<file path="src/rtl/spicmd_pkg.sv">
package spicmd_pkg;

    localparam int ROW_W     = 11;
    localparam int CFG_W     = 12;
    localparam int MAX_BYTES = 7;
    localparam int CNT_W     = $clog2(MAX_BYTES + 1);
    localparam int NCMD      = 11;
    localparam int SR0_W     = 16;
    localparam int SR1_W     = 8;
    localparam int TX_W      = SR0_W + SR1_W;

    localparam logic [7:0] OP_PU     = 8'h01;
    localparam logic [7:0] OP_STOP   = 8'h02;
    localparam logic [7:0] OP_RESET  = 8'h03;
    localparam logic [7:0] OP_CLRINT = 8'h04;
    localparam logic [7:0] OP_RDST   = 8'h05;
    localparam logic [7:0] OP_PD     = 8'h07;
    localparam logic [7:0] OP_PLAY   = 8'h40;
    localparam logic [7:0] OP_REC    = 8'h41;
    localparam logic [7:0] OP_CFG    = 8'h45;
    localparam logic [7:0] OP_RPLAY  = 8'h80;
    localparam logic [7:0] OP_RREC   = 8'h81;

    typedef enum logic [2:0] {
        M_PD, M_IDLE, M_PLAY, M_REC, M_RPLAY, M_RREC
    } mode_e;

    typedef enum logic [3:0] {
        C_PU     = 4'd0,
        C_STOP   = 4'd1,
        C_RESET  = 4'd2,
        C_CLRINT = 4'd3,
        C_RDST   = 4'd4,
        C_PD     = 4'd5,
        C_PLAY   = 4'd6,
        C_REC    = 4'd7,
        C_CFG    = 4'd8,
        C_RPLAY  = 4'd9,
        C_RREC   = 4'd10,
        C_BAD    = 4'd11
    } cmd_e;

    typedef logic [MAX_BYTES-1:0][7:0] frame_t;

    typedef struct packed {
        logic [ROW_W-1:0] row;
        logic             intr;
        logic             eom;
        logic             pwr;
        logic             full;
        logic             err;
    } sr0_t;

    typedef struct packed {
        logic [3:0] rsv_hi;
        logic       rec;
        logic       play;
        logic       rsv_lo;
        logic       rdy;
    } sr1_t;

    function automatic logic [CNT_W-1:0] frame_len(input logic [7:0] op);
        case (op)
            OP_RDST, OP_CFG:   return CNT_W'(3);
            OP_RPLAY, OP_RREC: return CNT_W'(MAX_BYTES);
            default:           return CNT_W'(2);
        endcase
    endfunction

    function automatic cmd_e decode_op(input logic [7:0] op);
        case (op)
            OP_PU:     return C_PU;
            OP_STOP:   return C_STOP;
            OP_RESET:  return C_RESET;
            OP_CLRINT: return C_CLRINT;
            OP_RDST:   return C_RDST;
            OP_PD:     return C_PD;
            OP_PLAY:   return C_PLAY;
            OP_REC:    return C_REC;
            OP_CFG:    return C_CFG;
            OP_RPLAY:  return C_RPLAY;
            OP_RREC:   return C_RREC;
            default:   return C_BAD;
        endcase
    endfunction

    function automatic logic mode_busy(input mode_e m);
        return (m == M_PLAY) || (m == M_REC) || (m == M_RPLAY) || (m == M_RREC);
    endfunction

    function automatic logic cmd_allowed(input mode_e m, input cmd_e c);
        logic base;
        base = (c == C_STOP) || (c == C_RESET) || (c == C_CLRINT) ||
               (c == C_RDST) || (c == C_PD);
        case (m)
            M_PD:    return (c == C_PU) || (c == C_RESET) || (c == C_CLRINT) ||
                            (c == C_RDST) || (c == C_PD);
            M_IDLE:  return c != C_BAD;
            M_PLAY,
            M_REC:   return base;
            M_RPLAY: return base || (c == C_RPLAY);
            M_RREC:  return base || (c == C_RREC);
            default: return 1'b0;
        endcase
    endfunction

endpackage

</file>
<file path="src/rtl/spi_pin_sync.sv">
module spi_pin_sync #(
    parameter int SYNC_STAGES = 2
) (
    input  logic clk,
    input  logic rst,
    input  logic sclk,
    input  logic ss_n,
    input  logic mosi,
    output logic sclk_rise,
    output logic sclk_fall,
    output logic ss_fall,
    output logic ss_act,
    output logic mosi_s
);
    localparam int NPIN = 3;
    localparam logic [NPIN-1:0] IDLE_V = 3'b011;

    logic [NPIN-1:0] stg [SYNC_STAGES+1];
    logic [NPIN-1:0] cur, prev;

    always_ff @(posedge clk) begin
        if (rst) begin
            for (int i = 0; i <= SYNC_STAGES; i++) stg[i] <= IDLE_V;
        end else begin
            stg[0] <= {mosi, ss_n, sclk};
            for (int i = 1; i <= SYNC_STAGES; i++) stg[i] <= stg[i-1];
        end
    end

    assign cur       = stg[SYNC_STAGES-1];
    assign prev      = stg[SYNC_STAGES];
    assign sclk_rise = cur[0] & ~prev[0];
    assign sclk_fall = ~cur[0] & prev[0];
    assign ss_fall   = ~cur[1] & prev[1];
    assign ss_act    = ~cur[1];
    assign mosi_s    = cur[2];

endmodule

</file>
<file path="src/rtl/spi_frame_rx.sv">
module spi_frame_rx
    import spicmd_pkg::*;
(
    input  logic   clk,
    input  logic   rst,
    input  logic   sclk_rise,
    input  logic   mosi_s,
    input  logic   ss_act,
    output logic   cmd_valid,
    output frame_t frame
);
    logic [7:0]       shreg, byte_nxt;
    logic [2:0]       bitcnt;
    logic [CNT_W-1:0] bytecnt, need, len_now;
    logic             done;

    always_comb begin
        byte_nxt = {mosi_s, shreg[7:1]};
        len_now  = (bytecnt == '0) ? frame_len(byte_nxt) : need;
    end

    always_ff @(posedge clk) begin
        if (rst) begin
            shreg     <= '0;
            bitcnt    <= '0;
            bytecnt   <= '0;
            need      <= CNT_W'(2);
            done      <= 1'b0;
            cmd_valid <= 1'b0;
            frame     <= '0;
        end else begin
            cmd_valid <= 1'b0;
            if (!ss_act) begin
                bitcnt  <= '0;
                bytecnt <= '0;
                done    <= 1'b0;
            end else if (sclk_rise && !done) begin
                shreg  <= byte_nxt;
                bitcnt <= bitcnt + 3'd1;
                if (bitcnt == 3'd7) begin
                    frame[bytecnt] <= byte_nxt;
                    bytecnt        <= bytecnt + 1'b1;
                    if (bytecnt == '0) need <= len_now;
                    if ({1'b0, bytecnt} + 1'b1 == {1'b0, len_now}) begin
                        cmd_valid <= 1'b1;
                        done      <= 1'b1;
                    end
                end
            end
        end
    end

    p_abort_r12: assert property (@(posedge clk) disable iff (rst)
        !ss_act |=> !cmd_valid);

    p_len_reached_r5: assert property (@(posedge clk) disable iff (rst)
        cmd_valid |-> (bytecnt == need));

    p_ignore_extra_r5: assert property (@(posedge clk) disable iff (rst)
        (done && ss_act) |=> ($stable(bytecnt) && !cmd_valid));

endmodule

</file>
<file path="src/rtl/spi_tx.sv">
module spi_tx
    import spicmd_pkg::*;
(
    input  logic            clk,
    input  logic            rst,
    input  logic            ss_fall,
    input  logic            ss_act,
    input  logic            sclk_rise,
    input  logic            sclk_fall,
    input  logic [TX_W-1:0] status,
    output logic            miso
);
    logic [TX_W-1:0] sh;
    logic            seen_rise;

    always_ff @(posedge clk) begin
        if (rst) begin
            sh        <= '0;
            seen_rise <= 1'b0;
        end else if (ss_fall) begin
            sh        <= status;
            seen_rise <= 1'b0;
        end else if (ss_act) begin
            if (sclk_rise) seen_rise <= 1'b1;
            if (sclk_fall && seen_rise) sh <= {1'b0, sh[TX_W-1:1]};
        end
    end

    assign miso = ss_act & sh[0];

    p_hold_on_rise_r2: assert property (@(posedge clk) disable iff (rst)
        (sclk_rise && !ss_fall) |=> $stable(sh));

    p_first_fall_hold_r2: assert property (@(posedge clk) disable iff (rst)
        (sclk_fall && !seen_rise && !ss_fall) |=> $stable(sh));

endmodule

</file>
<file path="src/rtl/spi_cmd_ctrl.sv">
module spi_cmd_ctrl
    import spicmd_pkg::*;
#(
    parameter logic [CFG_W-1:0] CFG_DEFAULT = '0
) (
    input  logic             clk,
    input  logic             rst,
    input  logic             cmd_valid,
    input  frame_t           frame,
    input  logic [ROW_W-1:0] row_addr,
    input  logic             mem_full,
    input  logic             eng_ack,
    input  logic             eng_done,
    output logic [NCMD-1:0]  cmd_stb,
    output logic [CFG_W-1:0] cfg_word,
    output logic [ROW_W-1:0] start_row,
    output logic [ROW_W-1:0] end_row,
    output logic [TX_W-1:0]  status
);
    mode_e mode;
    cmd_e  cmd;
    logic  ok, err, intr, eom, rdy;
    sr0_t  sr0;
    sr1_t  sr1;
    logic  unused_bits;

    always_comb begin
        cmd = decode_op(frame[0]);
        ok  = cmd_allowed(mode, cmd);
    end

    assign unused_bits = ^{frame[6], frame[5][7:3], frame[3][7:3], frame[2][7:4]};

    always_ff @(posedge clk) begin
        if (rst) begin
            mode      <= M_PD;
            err       <= 1'b0;
            intr      <= 1'b0;
            eom       <= 1'b0;
            rdy       <= 1'b1;
            cfg_word  <= CFG_DEFAULT;
            start_row <= '0;
            end_row   <= '0;
            cmd_stb   <= '0;
        end else begin
            cmd_stb <= '0;
            if (eng_ack) rdy <= 1'b1;
            if (eng_done && mode_busy(mode)) begin
                mode <= M_IDLE;
                intr <= 1'b1;
                eom  <= 1'b1;
            end
            if (cmd_valid) begin
                if (!ok) begin
                    err <= 1'b1;
                end else begin
                    err          <= 1'b0;
                    cmd_stb[cmd] <= 1'b1;
                    case (cmd)
                        C_PU: if (mode == M_PD) mode <= M_IDLE;
                        C_STOP: begin
                            mode <= M_IDLE;
                            intr <= 1'b0;
                            eom  <= 1'b0;
                            rdy  <= 1'b1;
                        end
                        C_RESET: begin
                            mode     <= M_PD;
                            intr     <= 1'b0;
                            eom      <= 1'b0;
                            rdy      <= 1'b1;
                            cfg_word <= CFG_DEFAULT;
                        end
                        C_CLRINT: begin
                            intr <= 1'b0;
                            eom  <= 1'b0;
                        end
                        C_PD: begin
                            mode <= M_PD;
                            rdy  <= 1'b1;
                        end
                        C_PLAY: begin
                            mode <= M_PLAY;
                            rdy  <= 1'b0;
                        end
                        C_REC: begin
                            mode <= M_REC;
                            rdy  <= 1'b0;
                        end
                        C_CFG: cfg_word <= {frame[2][3:0], frame[1]};
                        C_RPLAY, C_RREC: begin
                            start_row <= {frame[3][2:0], frame[2]};
                            end_row   <= {frame[5][2:0], frame[4]};
                            mode      <= (cmd == C_RPLAY) ? M_RPLAY : M_RREC;
                            rdy       <= 1'b0;
                        end
                        default: ;
                    endcase
                end
            end
        end
    end

    always_comb begin
        sr0.row    = row_addr;
        sr0.intr   = intr;
        sr0.eom    = eom;
        sr0.pwr    = (mode != M_PD);
        sr0.full   = mem_full;
        sr0.err    = err;
        sr1.rsv_hi = '0;
        sr1.rec    = (mode == M_REC) || (mode == M_RREC);
        sr1.play   = (mode == M_PLAY) || (mode == M_RPLAY);
        sr1.rsv_lo = 1'b0;
        sr1.rdy    = rdy;
        status     = {sr1, sr0};
    end

    p_stb_onehot_r8: assert property (@(posedge clk) disable iff (rst)
        $onehot0(cmd_stb));

    p_reject_flags_r8: assert property (@(posedge clk) disable iff (rst)
        (cmd_valid && !ok) |=> (err && cmd_stb == '0));

    p_play_only_idle_r8: assert property (@(posedge clk) disable iff (rst)
        cmd_stb[C_PLAY] |-> ($past(mode) == M_IDLE));

    p_rplay_gate_r9: assert property (@(posedge clk) disable iff (rst)
        cmd_stb[C_RPLAY] |-> ($past(mode) == M_IDLE || $past(mode) == M_RPLAY));

    p_rdy_low_r10: assert property (@(posedge clk) disable iff (rst)
        (cmd_stb[C_PLAY] || cmd_stb[C_REC] || cmd_stb[C_RPLAY] || cmd_stb[C_RREC]) |-> !rdy);

    p_stop_clears_r11: assert property (@(posedge clk) disable iff (rst)
        cmd_stb[C_STOP] |-> (!intr && !eom && mode == M_IDLE));

    p_done_idle_r13: assert property (@(posedge clk) disable iff (rst)
        (eng_done && mode_busy(mode) && !cmd_valid) |=> (mode == M_IDLE && intr));

endmodule

</file>
<file path="src/rtl/spi_cmd_slave.sv">
module spi_cmd_slave
    import spicmd_pkg::*;
#(
    parameter int               SYNC_STAGES = 2,
    parameter logic [CFG_W-1:0] CFG_DEFAULT = '0
) (
    input  logic             clk,
    input  logic             rst,
    input  logic             sclk,
    input  logic             ss_n,
    input  logic             mosi,
    output logic             miso,
    input  logic [ROW_W-1:0] row_addr,
    input  logic             mem_full,
    input  logic             eng_ack,
    input  logic             eng_done,
    output logic [NCMD-1:0]  cmd_stb,
    output logic [CFG_W-1:0] cfg_word,
    output logic [ROW_W-1:0] start_row,
    output logic [ROW_W-1:0] end_row
);
    logic            sclk_rise, sclk_fall, ss_fall, ss_act, mosi_s;
    logic            cmd_valid;
    frame_t          frame;
    logic [TX_W-1:0] status;

    spi_pin_sync #(.SYNC_STAGES(SYNC_STAGES)) u_sync (
        .clk(clk), .rst(rst), .sclk(sclk), .ss_n(ss_n), .mosi(mosi),
        .sclk_rise(sclk_rise), .sclk_fall(sclk_fall), .ss_fall(ss_fall),
        .ss_act(ss_act), .mosi_s(mosi_s)
    );

    spi_frame_rx u_rx (
        .clk(clk), .rst(rst), .sclk_rise(sclk_rise), .mosi_s(mosi_s),
        .ss_act(ss_act), .cmd_valid(cmd_valid), .frame(frame)
    );

    spi_cmd_ctrl #(.CFG_DEFAULT(CFG_DEFAULT)) u_ctrl (
        .clk(clk), .rst(rst), .cmd_valid(cmd_valid), .frame(frame),
        .row_addr(row_addr), .mem_full(mem_full), .eng_ack(eng_ack),
        .eng_done(eng_done), .cmd_stb(cmd_stb), .cfg_word(cfg_word),
        .start_row(start_row), .end_row(end_row), .status(status)
    );

    spi_tx u_tx (
        .clk(clk), .rst(rst), .ss_fall(ss_fall), .ss_act(ss_act),
        .sclk_rise(sclk_rise), .sclk_fall(sclk_fall), .status(status),
        .miso(miso)
    );

endmodule

</file>
<file path="config.mk">
export PLATFORM = sky130hd
export DESIGN_NAME = spi_cmd_slave
export DESIGN_NICKNAME = d
export VERILOG_FILES = /design/src/rtl/spicmd_pkg.sv /design/src/rtl/spi_pin_sync.sv /design/src/rtl/spi_frame_rx.sv /design/src/rtl/spi_tx.sv /design/src/rtl/spi_cmd_ctrl.sv /design/src/rtl/spi_cmd_slave.sv
export SDC_FILE = /design/constraint.sdc
export NUM_CORES = 1
export LEC_CHECK = 0
export CAP_MARGIN = 20
export CORE_MARGIN = 2
export CORE_UTILIZATION = 25
export CTS_CLUSTER_DIAMETER = 50
export CTS_CLUSTER_SIZE = 20
export DETAILED_ROUTE_END_ITERATION = 6
export GPL_ROUTABILITY_DRIVEN = 0
export HOLD_SLACK_MARGIN = 0.06
export SYNTH_ARGS = -nofsm -noshare
export SYNTH_HDL_FRONTEND = slang
export SYNTH_SLANG_ARGS = --single-unit
</file>
<file path="constraint.sdc">
create_clock -name clk -period 2.6 [get_ports clk]
set_input_delay 0.52 -clock clk [delete_from_list [all_inputs] [get_ports clk]]
set_output_delay 0.52 -clock clk [all_outputs]
set_load 0.02 [all_outputs]
</file>
==> results.sh <==
export IMPL_status="finished, final reports clean"
export IMPL_finalCriticalPeriod_ns=2.44
export IMPL_r2r_cells=8
export IMPL_routedWlPerCell_um=14.5
export IMPL_path_clk_slew_ns=0.06
export IMPL_totalNegativeSetupSlack_ns=0
export IMPL_synthSimpleGateAreaFrac=0.211
export IMPL_clkSinkCount=137
export IMPL_antenna_found_initial=0
export IMPL_setup_ws_ns=0.163
export IMPL_die_y_um=157
export IMPL_grt_busiest_layer="met2"
export IMPL_die_area_mm2=0.0247
export IMPL_holdWs_ns=0.409
export IMPL_ctsHoldBuffers=0
export IMPL_drt_iter0_drc=289
export IMPL_setup_viol=0
export IMPL_cp_data_arrival_time_ns=2.74
export IMPL_end_kind="flop"
export IMPL_syn_area_per_cell_um2=9.29
export IMPL_leakage_nw=2.82
export IMPL_cp_required_ns=2.90
export IMPL_yosysUniqueCellTypes=71
export IMPL_dr_pass1_iters=4
export IMPL_htreeDepth=4
export IMPL_ant_nets=0
export IMPL_max_slew_margin_rel=0.455
export IMPL_maxCapViolCount=0
export IMPL_synth_enable_flop_cells=0
export IMPL_hold_violations=0
export IMPL_syn_instance_count=630
export IMPL_fmax_ghz=0.410
export IMPL_hold_depth=1
export IMPL_met1_usage=0.157
export IMPL_synthAdderAreaFrac=0.0150
export IMPL_layout_common_cells="dfxtp_1 (134), nor2_1 (71), clkdlybuf4s50_1 (63)"
export IMPL_synth_top_family_by_area="simple AND/OR/NAND/NOR gates"
export IMPL_drcViolationCount=0
export IMPL_reg2reg_slack_ns=0.16
export IMPL_nets=720
export IMPL_via_per_inst=4.66
export IMPL_place_ws_ns=0.0974
export IMPL_synth_yosys_seq_area_share=0.468
export IMPL_ys_ff_latch=137
export IMPL_io_pins=65
export IMPL_synth_main_ff_cell="dfxtp_1"
export IMPL_slew_viol_final=0
export IMPL_power_density_mw_per_mm2=620
export IMPL_grt_pass1_vias=4555
export IMPL_grt_max_degree=44
export IMPL_vias=4752
export IMPL_clockRootBuffer="clkbuf_16"
export IMPL_worst_pin_slew_ns=0.816
export IMPL_yosys_warnings=0
export IMPL_drt_total_wl_mm=14.8
export IMPL_worstSetupPathType="flop to flop"
export IMPL_fin_crit_sh=0.937
export IMPL_final_common_cell="dfxtp_1"
export IMPL_io_buffers=64
export IMPL_fin_skew_ns=0.0106
export IMPL_synthArstFlopShare=0
export IMPL_ir_worst_vdd_v=0.000521
export IMPL_cts_tree="built"
export IMPL_initial_core_util=0.256
export IMPL_grt_overflow=0
export IMPL_worstPathMaxFanout=11
export IMPL_dpl_hpwl_mm=10.1
export IMPL_cts_buffers_inserted=17
export IMPL_grt_use_met2=0.198
export IMPL_num_rows=55
export IMPL_coreArea_mm2=0.0228
export IMPL_grtUsageTotal=0.123
export IMPL_grt_pass1_wl_mm=23.9
export IMPL_synthXorXnorAreaFrac=0.0194
export IMPL_synth_compound_area_frac=0.158
export IMPL_muxShareOfSynthArea=0.0735
export IMPL_n_antenna_cell=0
export IMPL_startpoint_type="flop"
export IMPL_postSynthNetCount=656
export IMPL_use_met3=0.0292
export IMPL_rsz0062_at_grt="no"
export IMPL_min_delay_path_class="flop to flop"
export IMPL_drive_gt1_frac=0.141
export IMPL_die_w_um=157
export IMPL_netlist_area_mm2=0.00585
export IMPL_area_growth_pct=27.8
export IMPL_insertion_delay_ns=0.43
export IMPL_clock_path_buffers=2
## routing by layer
metal  vias to the layer above  part of all wire
met5                         -                 0
met4                         0             0.022
met3                        20             0.047
met2                       106              0.47
met1                      2249              0.47
li1                       2377                 -
## per-stage QoR
stage	instances	utilization	power [W]	cell area (um2)
after floorplan	630	-	0.00223	5850
after global placement	987	0.301	0.00228	6870
after detailed placement	987	0.301	0.00228	6870
after CTS	1019	0.327	0.00468	7460
after global routing	1020	0.328	0.00479	7480
final	1020	0.328	0.00464	7480
## power by group
part           internal, W  switching (W)
Clock              0.00138        0.00102
Combinational    0.0000505      0.0000590
Sequential         0.00212      0.0000114
## cell families after synthesis
logic type                 Yosys count
muxes                               43
xor gates and xnor gates            13
adders and majority gates            7
buffers and inverters               62
AOI/OAI and AO/OA                  138
and+or+nand+nor                    230
DFF                                137
## flip-flops by register name (all words and copies together), names as in the netlist
signal,count
u_ctrl.cfg_word,12
u_rx.frame,38
u_ctrl.eom,1
u_ctrl.intr,1
u_ctrl.rdy,1
u_ctrl.mode,3
u_ctrl.cmd_stb,11
u_ctrl.end_row,11
u_ctrl.start_row,11
u_ctrl.err,1
u_tx.seen_rise,1
u_sync.stg,8
u_rx.done,1
u_rx.bitcnt,3
u_rx.bytecnt,3
u_rx.shreg,7
u_rx.cmd_valid,1
u_rx.need,3
u_tx.sh,20
## Yosys cell counts (5+ instances only)
library cell,count,share of area
dfxtp_1,137,0.47
nor2_1,71,0.046
a21oi_1,48,0.041
nand2_1,45,0.029
mux2i_1,43,0.074
clkbuf_1,29,0.019
o21ai_0,29,0.025
nand4_1,23,0.025
a211oi_1,13,0.017
nand3_1,13,0.011
nor3_1,13,0.011
a22o_1,12,0.018
nor2b_1,11,0.012
buf_2,8,0.0068
inv_1,8,0.0051
ha_1,7,0.015
nand2b_1,7,0.0075
xor2_1,7,0.010
a22oi_1,6,0.0077
buf_6,6,0.012
or2_2,6,0.0064
xnor2_1,6,0.0090
and3_1,5,0.0053
nor4_1,5,0.0053
nor4_2,5,0.011
## path summary, 6_finish.rpt
check | startpoint | to
worst max-delay path | u_rx.frame[7] | u_ctrl.cmd_stb[5]
worst max register to register | u_rx.frame[7] | u_ctrl.cmd_stb[5]
worst min-delay path | u_sync.stg[0][1] | u_sync.stg[0][4]
worst min register to register | u_sync.stg[0][1] | u_sync.stg[0][4]
## layout make-up
| cell class | instances | area [um2] |
|---|---|---|
| fill | 2363 | 15400 |
| multi-input combinational | 431 | 2810 |
| sequential | 137 | 2750 |
| timing repair buffer | 98 | 918 |
| clock buffer | 18 | 439 |
| tap | 313 | 392 |
| clock inverter | 14 | 150 |
| inverter | 9 | 33.8 |
## what timing repair did
item / 4_1_cts / 5_1_grt
endpoints found under the setup margin: 0 / 16
setup buffers: 0 / 1
gates resized for setup: 0 / 3
## worst max-delay path: stages (launching register included)
cell and delay [ns]:
dfxtp_1 0.57, or4b_4 0.56, nor2_4 0.12, and3_1 0.16, a41o_2 0.13, a211o_4 0.18
buf_4 0.19, nand3_4 0.13, nor4_1 0.28
(Power assumes the default switching activity.)
